$ cat config.mk
export PLATFORM = sky130hd
export DESIGN_NAME = gpio_slot_bank
export DESIGN_NICKNAME = d
export VERILOG_FILES = /design/src/rtl/gpio_slot_pkg.sv /design/src/rtl/gpio_in_sync.sv /design/src/rtl/gpio_chg_flags.sv /design/src/rtl/gpio_slot_io.sv /design/src/rtl/gpio_slot_bank.sv
export SDC_FILE = /design/constraint.sdc
export NUM_CORES = 1
export LEC_CHECK = 0
export BUFFER_PORTS_ARGS = -buffer_cell sky130_fd_sc_hd__buf_4
export CAP_MARGIN = 30
export CORE_MARGIN = 2
export CORE_UTILIZATION = 34
export CTS_CLUSTER_DIAMETER = 60
export DETAILED_ROUTE_END_ITERATION = 8
export PLACE_DENSITY_LB_ADDON = 0.25
export SYNTH_ARGS = -nofsm -noshare
export SYNTH_HDL_FRONTEND = slang
export SYNTH_SLANG_ARGS = --single-unit
$ cat constraint.sdc
create_clock -name clk -period 1.4 [get_ports clk]
set_clock_uncertainty 0.1 [all_clocks]
set_input_delay 0.07 -clock clk [delete_from_list [all_inputs] [get_ports clk]]
set_output_delay 0.07 -clock clk [all_outputs]
set_load 0.02 [all_outputs]
$ cat src/rtl/gpio_slot_pkg.sv
package gpio_slot_pkg;
  typedef enum logic {
    SEL_DIR = 1'b0,
    SEL_CHG = 1'b1
  } cfg_sel_e;
endpackage

$ cat src/rtl/gpio_in_sync.sv
module gpio_in_sync #(
  parameter int NPINS = 16
) (
  input  logic             clk,
  input  logic             rst_n,
  input  logic [NPINS-1:0] pin_in,
  input  logic [NPINS-1:0] dir,
  output logic [NPINS-1:0] lvl,
  output logic [NPINS-1:0] chg
);
  logic [NPINS-1:0] meta_q, lvl_q, prev_q;

  for (genvar g = 0; g < NPINS; g++) begin : g_pin
    always_ff @(posedge clk or negedge rst_n) begin
      if (!rst_n) begin
        meta_q[g] <= 1'b0;
        lvl_q[g]  <= 1'b0;
        prev_q[g] <= 1'b0;
      end else begin
        meta_q[g] <= pin_in[g];
        lvl_q[g]  <= meta_q[g];
        prev_q[g] <= lvl_q[g];
      end
    end
    // an edge only counts while the pin is an input
    assign chg[g] = (lvl_q[g] ^ prev_q[g]) & ~dir[g];
  end

  assign lvl = lvl_q;
endmodule

$ cat src/rtl/gpio_chg_flags.sv
module gpio_chg_flags #(
  parameter int NPINS = 16
) (
  input  logic             clk,
  input  logic             rst_n,
  input  logic [NPINS-1:0] chg,
  input  logic             clr_we,
  input  logic [NPINS-1:0] clr_mask,
  output logic [NPINS-1:0] flags,
  output logic             irq
);
  logic [NPINS-1:0] flags_q;

  always_ff @(posedge clk or negedge rst_n) begin
    if (!rst_n) flags_q <= '0;
    else if (clr_we) flags_q <= (flags_q & ~clr_mask) | chg;
    else flags_q <= flags_q | chg;
  end

  assign flags = flags_q;
  assign irq   = |flags_q;

  // flags never fall without a clear write
  assert_flags_sticky_R9: assert property (@(posedge clk) disable iff (!rst_n)
    !clr_we |=> (($past(flags_q) & ~flags_q) == '0));
endmodule

$ cat src/rtl/gpio_slot_io.sv
module gpio_slot_io #(
  parameter int NPINS  = 16,
  parameter int SLOT_W = 20
) (
  input  logic              clk,
  input  logic              rst_n,
  input  logic              frame_tick,
  input  logic [SLOT_W-1:0] rx_slot,
  input  logic [NPINS-1:0]  dir,
  input  logic [NPINS-1:0]  in_lvl,
  input  logic              irq,
  output logic [NPINS-1:0]  out_q,
  output logic [SLOT_W-1:0] tx_slot
);
  localparam int PIN_LSB = SLOT_W - NPINS;

  logic [NPINS-1:0]  data_q;
  logic [SLOT_W-1:0] tx_q, tx_d;
  logic              unused_rx_lsbs;

  assign unused_rx_lsbs = ^rx_slot[PIN_LSB-1:0];

  always_comb begin
    tx_d = '0;
    // driven pins report the level held before this tick
    tx_d[PIN_LSB +: NPINS] = (dir & data_q) | (~dir & in_lvl);
    tx_d[0] = irq;
  end

  always_ff @(posedge clk or negedge rst_n) begin
    if (!rst_n) begin
      data_q <= '0;
      tx_q   <= '0;
    end else if (frame_tick) begin
      data_q <= rx_slot[SLOT_W-1:PIN_LSB];
      tx_q   <= tx_d;
    end
  end

  assign out_q   = data_q;
  assign tx_slot = tx_q;

  assert_refresh_R3: assert property (@(posedge clk) disable iff (!rst_n)
    frame_tick |=> out_q == $past(rx_slot[SLOT_W-1:PIN_LSB]));

  assert_tx_held_R6: assert property (@(posedge clk) disable iff (!rst_n)
    !frame_tick |=> $stable(tx_slot));
endmodule

$ cat src/rtl/gpio_slot_bank.sv
module gpio_slot_bank #(
  parameter int NPINS  = 16,
  parameter int SLOT_W = 20
) (
  input  logic              clk,
  input  logic              rst_n,
  input  logic              frame_tick,
  input  logic [SLOT_W-1:0] rx_slot,
  output logic [SLOT_W-1:0] tx_slot,
  input  logic              cfg_we,
  input  logic              cfg_sel,
  input  logic [NPINS-1:0]  cfg_wdata,
  output logic [NPINS-1:0]  cfg_rdata,
  input  logic [NPINS-1:0]  pin_in,
  output logic [NPINS-1:0]  pin_out,
  output logic [NPINS-1:0]  pin_oe,
  output logic              irq
);
  import gpio_slot_pkg::*;

  localparam int PIN_LSB = SLOT_W - NPINS;

  logic [NPINS-1:0] dir_q, in_lvl, chg, flags;
  logic             dir_we, clr_we;

  assign dir_we = cfg_we && (cfg_sel_e'(cfg_sel) == SEL_DIR);
  assign clr_we = cfg_we && (cfg_sel_e'(cfg_sel) == SEL_CHG);

  always_ff @(posedge clk or negedge rst_n) begin
    if (!rst_n) dir_q <= '0;
    else if (dir_we) dir_q <= cfg_wdata;
  end

  gpio_in_sync #(.NPINS(NPINS)) u_sync (
    .clk(clk), .rst_n(rst_n), .pin_in(pin_in), .dir(dir_q),
    .lvl(in_lvl), .chg(chg)
  );

  gpio_chg_flags #(.NPINS(NPINS)) u_flags (
    .clk(clk), .rst_n(rst_n), .chg(chg), .clr_we(clr_we),
    .clr_mask(cfg_wdata), .flags(flags), .irq(irq)
  );

  gpio_slot_io #(.NPINS(NPINS), .SLOT_W(SLOT_W)) u_io (
    .clk(clk), .rst_n(rst_n), .frame_tick(frame_tick), .rx_slot(rx_slot),
    .dir(dir_q), .in_lvl(in_lvl), .irq(irq), .out_q(pin_out), .tx_slot(tx_slot)
  );

  assign pin_oe    = dir_q;
  assign cfg_rdata = (cfg_sel_e'(cfg_sel) == SEL_CHG) ? flags : dir_q;

  // driven pins show last frame's drive, never this frame's word
  assert_status_lag_R7: assert property (@(posedge clk) disable iff (!rst_n)
    frame_tick |=> ((tx_slot[SLOT_W-1:PIN_LSB] & $past(pin_oe)) ==
                    ($past(pin_out) & $past(pin_oe))));

  assert_irq_in_slot_R8: assert property (@(posedge clk) disable iff (!rst_n)
    frame_tick |=> (tx_slot[0] == $past(irq)));
endmodule

; ---- Word-level counts from Yosys, hierarchy flattened
; Index checks and enable logic that the tools add are counted.
[op_classes]
n_mul = 0
reduce_logical = 3
n_eq_ne = 0
n_mux = 2
add_sub_neg = 0
n_lt_le_gt_ge = 0
n_bitwise = 57
shifts = 0
n_div = 0
[ops]
columns = op, count
row1 = AND 16 bit, 3
row2 = bitwise OR 16 bit, 3
row3 = 2-to-1 mux 16 bit, 2
row4 = NOT 16 bit, 2
row5 = NOT 1 bit, 17
row6 = AND 1 bit, 16
row7 = OR reduction 16 bit, 1
row8 = bitwise XOR 1 bit, 16
row9 = logical AND 1 bit, 2
[totals]
mem_bits_rw = 0
register_bits = 113
out_inout_bits = 69
rom_bits = 0
n_memories = 0
latchBits = 0
word_cells = 114
in_bits = 57

; ---- Depth between registers and ports, before layout
[depth]
ltp_word = 4
ltp_mapped = 6
mapped_depth_nobuf = 3

; ---- Cells and area by module
; Synthesis repeated with hierarchy kept, for this count alone.
[unflattened]
cells_unflattened = 296
area_unflattened_um2 = 4359.2
[by_module_without_submodules]
columns = mod, n_inst, area_each_um2, cells_each
row1 = gpio_slot_io, 1, 1453.9, 107
row2 = gpio_in_sync, 1, 1401.3, 80
row3 = gpio_slot_bank, 1, 860.8, 54
row4 = gpio_chg_flags, 1, 643.1, 55

; ---- Worst setup path after synthesis
; Ideal clock, no wire load.
[synth_timing]
path_kind = register to register
startpoint = register u_flags.flags_q[2] (netlist: u_flags.flags[2])
endpoint = register u_io.tx_q[0] (netlist: u_io.tx_slot[0])
setup_ns = 0.125
arrival_ns = 1.247
t_required_ns = 1.175
path_slack_ns = -0.071
period_less_slack_ns = 1.471
n_path_buf = 0
path_stages_with_launch = 4
path_cell_list = dfrtp_1 nor4_1 nand4_1 mux2_2
[synth_between]
elab_chain_cells = 1
[synth_lines]
columns = element, line_no
row1 = from (decl), gpio_chg_flags.sv:12  ; logic [NPINS-1:0] flags_q;
row2 = from (signal assigned), gpio_chg_flags.sv:16  ; else if (clr_we) flags_q <= (flags_q & ~clr_mask) | chg;
row3 = from (signal assigned), gpio_chg_flags.sv:17  ; else flags_q <= flags_q | chg;
row4 = OR reduction 16 bit, gpio_chg_flags.sv:21  ; assign irq = |flags_q;
row5 = net irq, gpio_slot_bank.sv:17  ; output logic irq
row6 = to (signal assigned), gpio_slot_io.sv:36  ; tx_q <= tx_d;
row7 = to (decl), gpio_slot_io.sv:18  ; logic [SLOT_W-1:0] tx_q, tx_d;
; The timed path passes the listed nets, and every way through them passes these cells.
; A chain may end at the register's enable or synchronous reset.

; ---- Worst setup path in the final report
[layout_timing]
startpoint = register u_flags.flags_q[13] (netlist: u_flags.flags[13])
endpoint = output irq
[layout_between]
elab_chain_cells = 1
[layout_lines]
columns = element, line_no
row1 = OR reduction 16 bit, gpio_chg_flags.sv:21
row2 = to (decl), gpio_slot_bank.sv:17
; No other way between the ends.

==> impl_results.md <==
- Final period util: 1.315
- Core outline area: roughly 12000 um2
- Max-cap viol count: 0
- Final max-slew violation count: 0
- Sequential share of power: 0.385
- Synth cell types: 20
- Total number of vias: 2922
- Area of the multi-input gates: between 1000 and 1500 um2
- Fin. Hold Viols: 0
- Final hold slack: 0.02325 ns
- Die area: about 13000 um2
- Mapped Area: ~4200 um2
- Total GRT Usage: 0.1595
- Switching share of power: 0.2527
- Largest stage delay, worst path: 0.39 ns
- Worst EP required: approximately 1.2 ns
- Failing checks: negative setup slack
- XOR/XNOR share of the synthesized area: 0.03323
- Chip height: roughly 120 um
- CTS clk-pin slew, worst paths: 0.05 ns
- Post-DP HPWL: 6243 um
- CP max FO: 2
- Clock latency on the worst-skew pair: roughly 0.41 ns
- Gp weighted congestion: a little over 0.7
- Area grow syn2layout: 59.67%
- Main combinational cell family by area after synthesis: multiplexers
- Wire length per cell: 14.90 um
- Post-synthesis mux area share: 0.1777
- Synth Area in Adders: 0
- Sequential share of the synthesized area: 0.6706
- Worst setup EP type: primary output
- Total power: 10.07 mW
- P_sw: 2.544 mW
- Peak VDD IR: 0.7873 mV
- Fillers: 1007
- Register area: 2830 um2
- Complex-gate fraction of the synthesized area: 0.05223
- #FFs+latches synth: 113
- # setup viols final: 10
- Initial core utilization: 0.3496
- Dpl cells: 569
- Leakage: about 3.1 nW
- Clock Sinks: between 100 and 150
- Syn. warnings: 0
- CTS root buffer: clkbuf_16
- H-tree levels: 4
- Antenna diode count: 0
- CP Launch Type: flop
- Status: complete, but fails checks
- Via/cell ratio: 4.394
- Post-Syn Instances: 280
- Largest net degree at the start of global routing: 50
- Crit-path slowest cell: dfrtp_1
- Max frequency: 0.5431 GHz
- Post-synthesis simple-gate area fraction: 0.04065
- Syn_area_per_cell: approximately 15 um2
- Worst path most repeated cell: buf_4
- Share of cells above drive strength 1: 0.4628
- Initial antenna violation count: 0
- Worst Setup Slack, final: -0.4413 ns
- Critical Path AT: around 1.7 ns
- Pre-CTS WS: -0.1233 ns
- CP delay by family, top: buffers and inverters
- DRC viols: 0
- R2R Path Start: u_flags.flags[13]
- Crit path cell chain: nor4_2, buf_4, nand4_1, buf_4, buf_6
- Number of port buffers: 118
- Nets: approximately 540
- Total routed wirelength: 9909 um
- I/O pin cnt: 126
- Iteration-0 DRC Markers: 138
- Comb pwr share: 0.205
- Drt first pass iters: 4
- Buffers & Inverters on Critical Path: 3
- Crit Path Class: reg -> out
- PwrDens: 1495 nW/um2
- Global route overflow: 0
- Fin crit period: 1.841 ns
- Hold Crit Class: in -> async
- Clk network pwr share: 0.410
- Rows: 40
- Critical Path Start: u_flags.flags[13]
- CTS tree: yes
- Global-route wire length before repair: 15920 um
- Post-Layout Cell Count: 665
- DIE WIDTH: about 120 um
- Vias in the first global route: 3155
- Unrepaired setup endpoints after global routing: yes
- CTS Buf Count: 17
- Bufs on Longest Clock Path: 2
- Internal power: 7.523 mW
- Post-DRT Antenna Nets: 0
==> synthesized netlist by cell type, drive strengths merged <==
master	count	area share
nand2	16	0.014
nor2	16	0.014
xnor2	16	0.033
dfrtp	113	0.67
and2	1	0.0015
mux2i	16	0.038
nand4	1	0.0015
clkbuf	4	0.0039
nor4	4	0.0059
o2bb2ai	16	0.033
mux2	49	0.14
a21oi	16	0.019
buf	10	0.021
conb	1	0.00089
nand2b	1	0.0033
==> routing by layer <==
layer / global-route usage / wire length, um / vias to the layer above
li1: - / - / 1382
met1: 0.2018 / 4368 / 1450
met4: 0.06908 / 172 / 0
met3: 0.05693 / 512 / 14
met2: 0.2476 / 4855 / 76
met5: 0 / 0 / -
==> registers in the layout (all words and copies together) (netlist names) <==
register       count
u_io.out_q        16
pin_oe            16
u_sync.meta_q     16
u_flags.flags     16
u_io.tx_slot      17
u_sync.prev_q     16
u_sync.lvl        16
==> kinds of logic after synthesis <==
group,count (synthesis)
DFF,113
muxes,65
and+or+nand+nor,39
AOI/OAI and AO/OA,32
xor gates and xnor gates,16
buffers and inverters,14
other,1
==> area by class of cell <==
type,instances,area share
flip-flops and latches,113,0.4204
repair buffers,197,0.2587
multi-input cells,155,0.2033
clock buffers,28,0.07972
well taps,168,0.03122
clock inverters,4,0.006690
==> power by group through the flow <==
stage	Combinational (mW)	Sequential, mW	Clock [mW]
2_1_floorplan	0.649	4.12	0
3_3_place_gp	1.65	3.93	0
3_5_place_dp	1.66	3.95	0
4_1_cts	2.03	3.87	4.22
5_1_grt	2.20	3.92	4.40
6_report	2.07	3.87	4.13
==> layout by cell type, fill, tap and decap left out, drive strengths merged <==
master         n
buf          148
dfrtp        113
dlygate4sd3   49
mux2          49
clkbuf        28
nand2         16
xnor2         16
o2bb2ai       16
mux2i         16
nor2          16
a21oi         16
nor4           4
conb           3
clkinv         3
and2           1
nand4          1
nand2b         1
bufinv         1
==> path summary, 6_finish.rpt <==
check                              endpoint  cells after the start  slack (ns)
setup / recovery                        irq                      5       -0.44
min in group clk           u_io.tx_slot[10]                      3        0.04
hold reg to reg              u_sync.lvl[10]                      0        0.24
setup reg to reg            u_io.tx_slot[0]                      4       -0.07
max in group asynchronous  u_sync.meta_q[4]                      3        0.60
hold / removal                    pin_oe[5]                      2        0.02
==> stage by stage <==
stage / utilization / cell area [um2] / setup TNS [ns]
after global placement: 0.4463 / 5383 / -0.1119
after CTS: 0.5541 / 6684 / -1.214
after detailed placement: 0.4463 / 5383 / -0.2220
after global routing: 0.5582 / 6733 / -1.981
after floorplan: - / 4228 / -0.06971
final: 0.5582 / 6733 / -1.301
==> timing repair <==
action,CTS,global route
setup buffers,12,5
hold buffers,49,0
endpoints found under the setup margin,18,18
resized for setup,41,3
pin swaps,2,3
hold endpoints to repair,177,0
(Power assumes the default switching activity.)
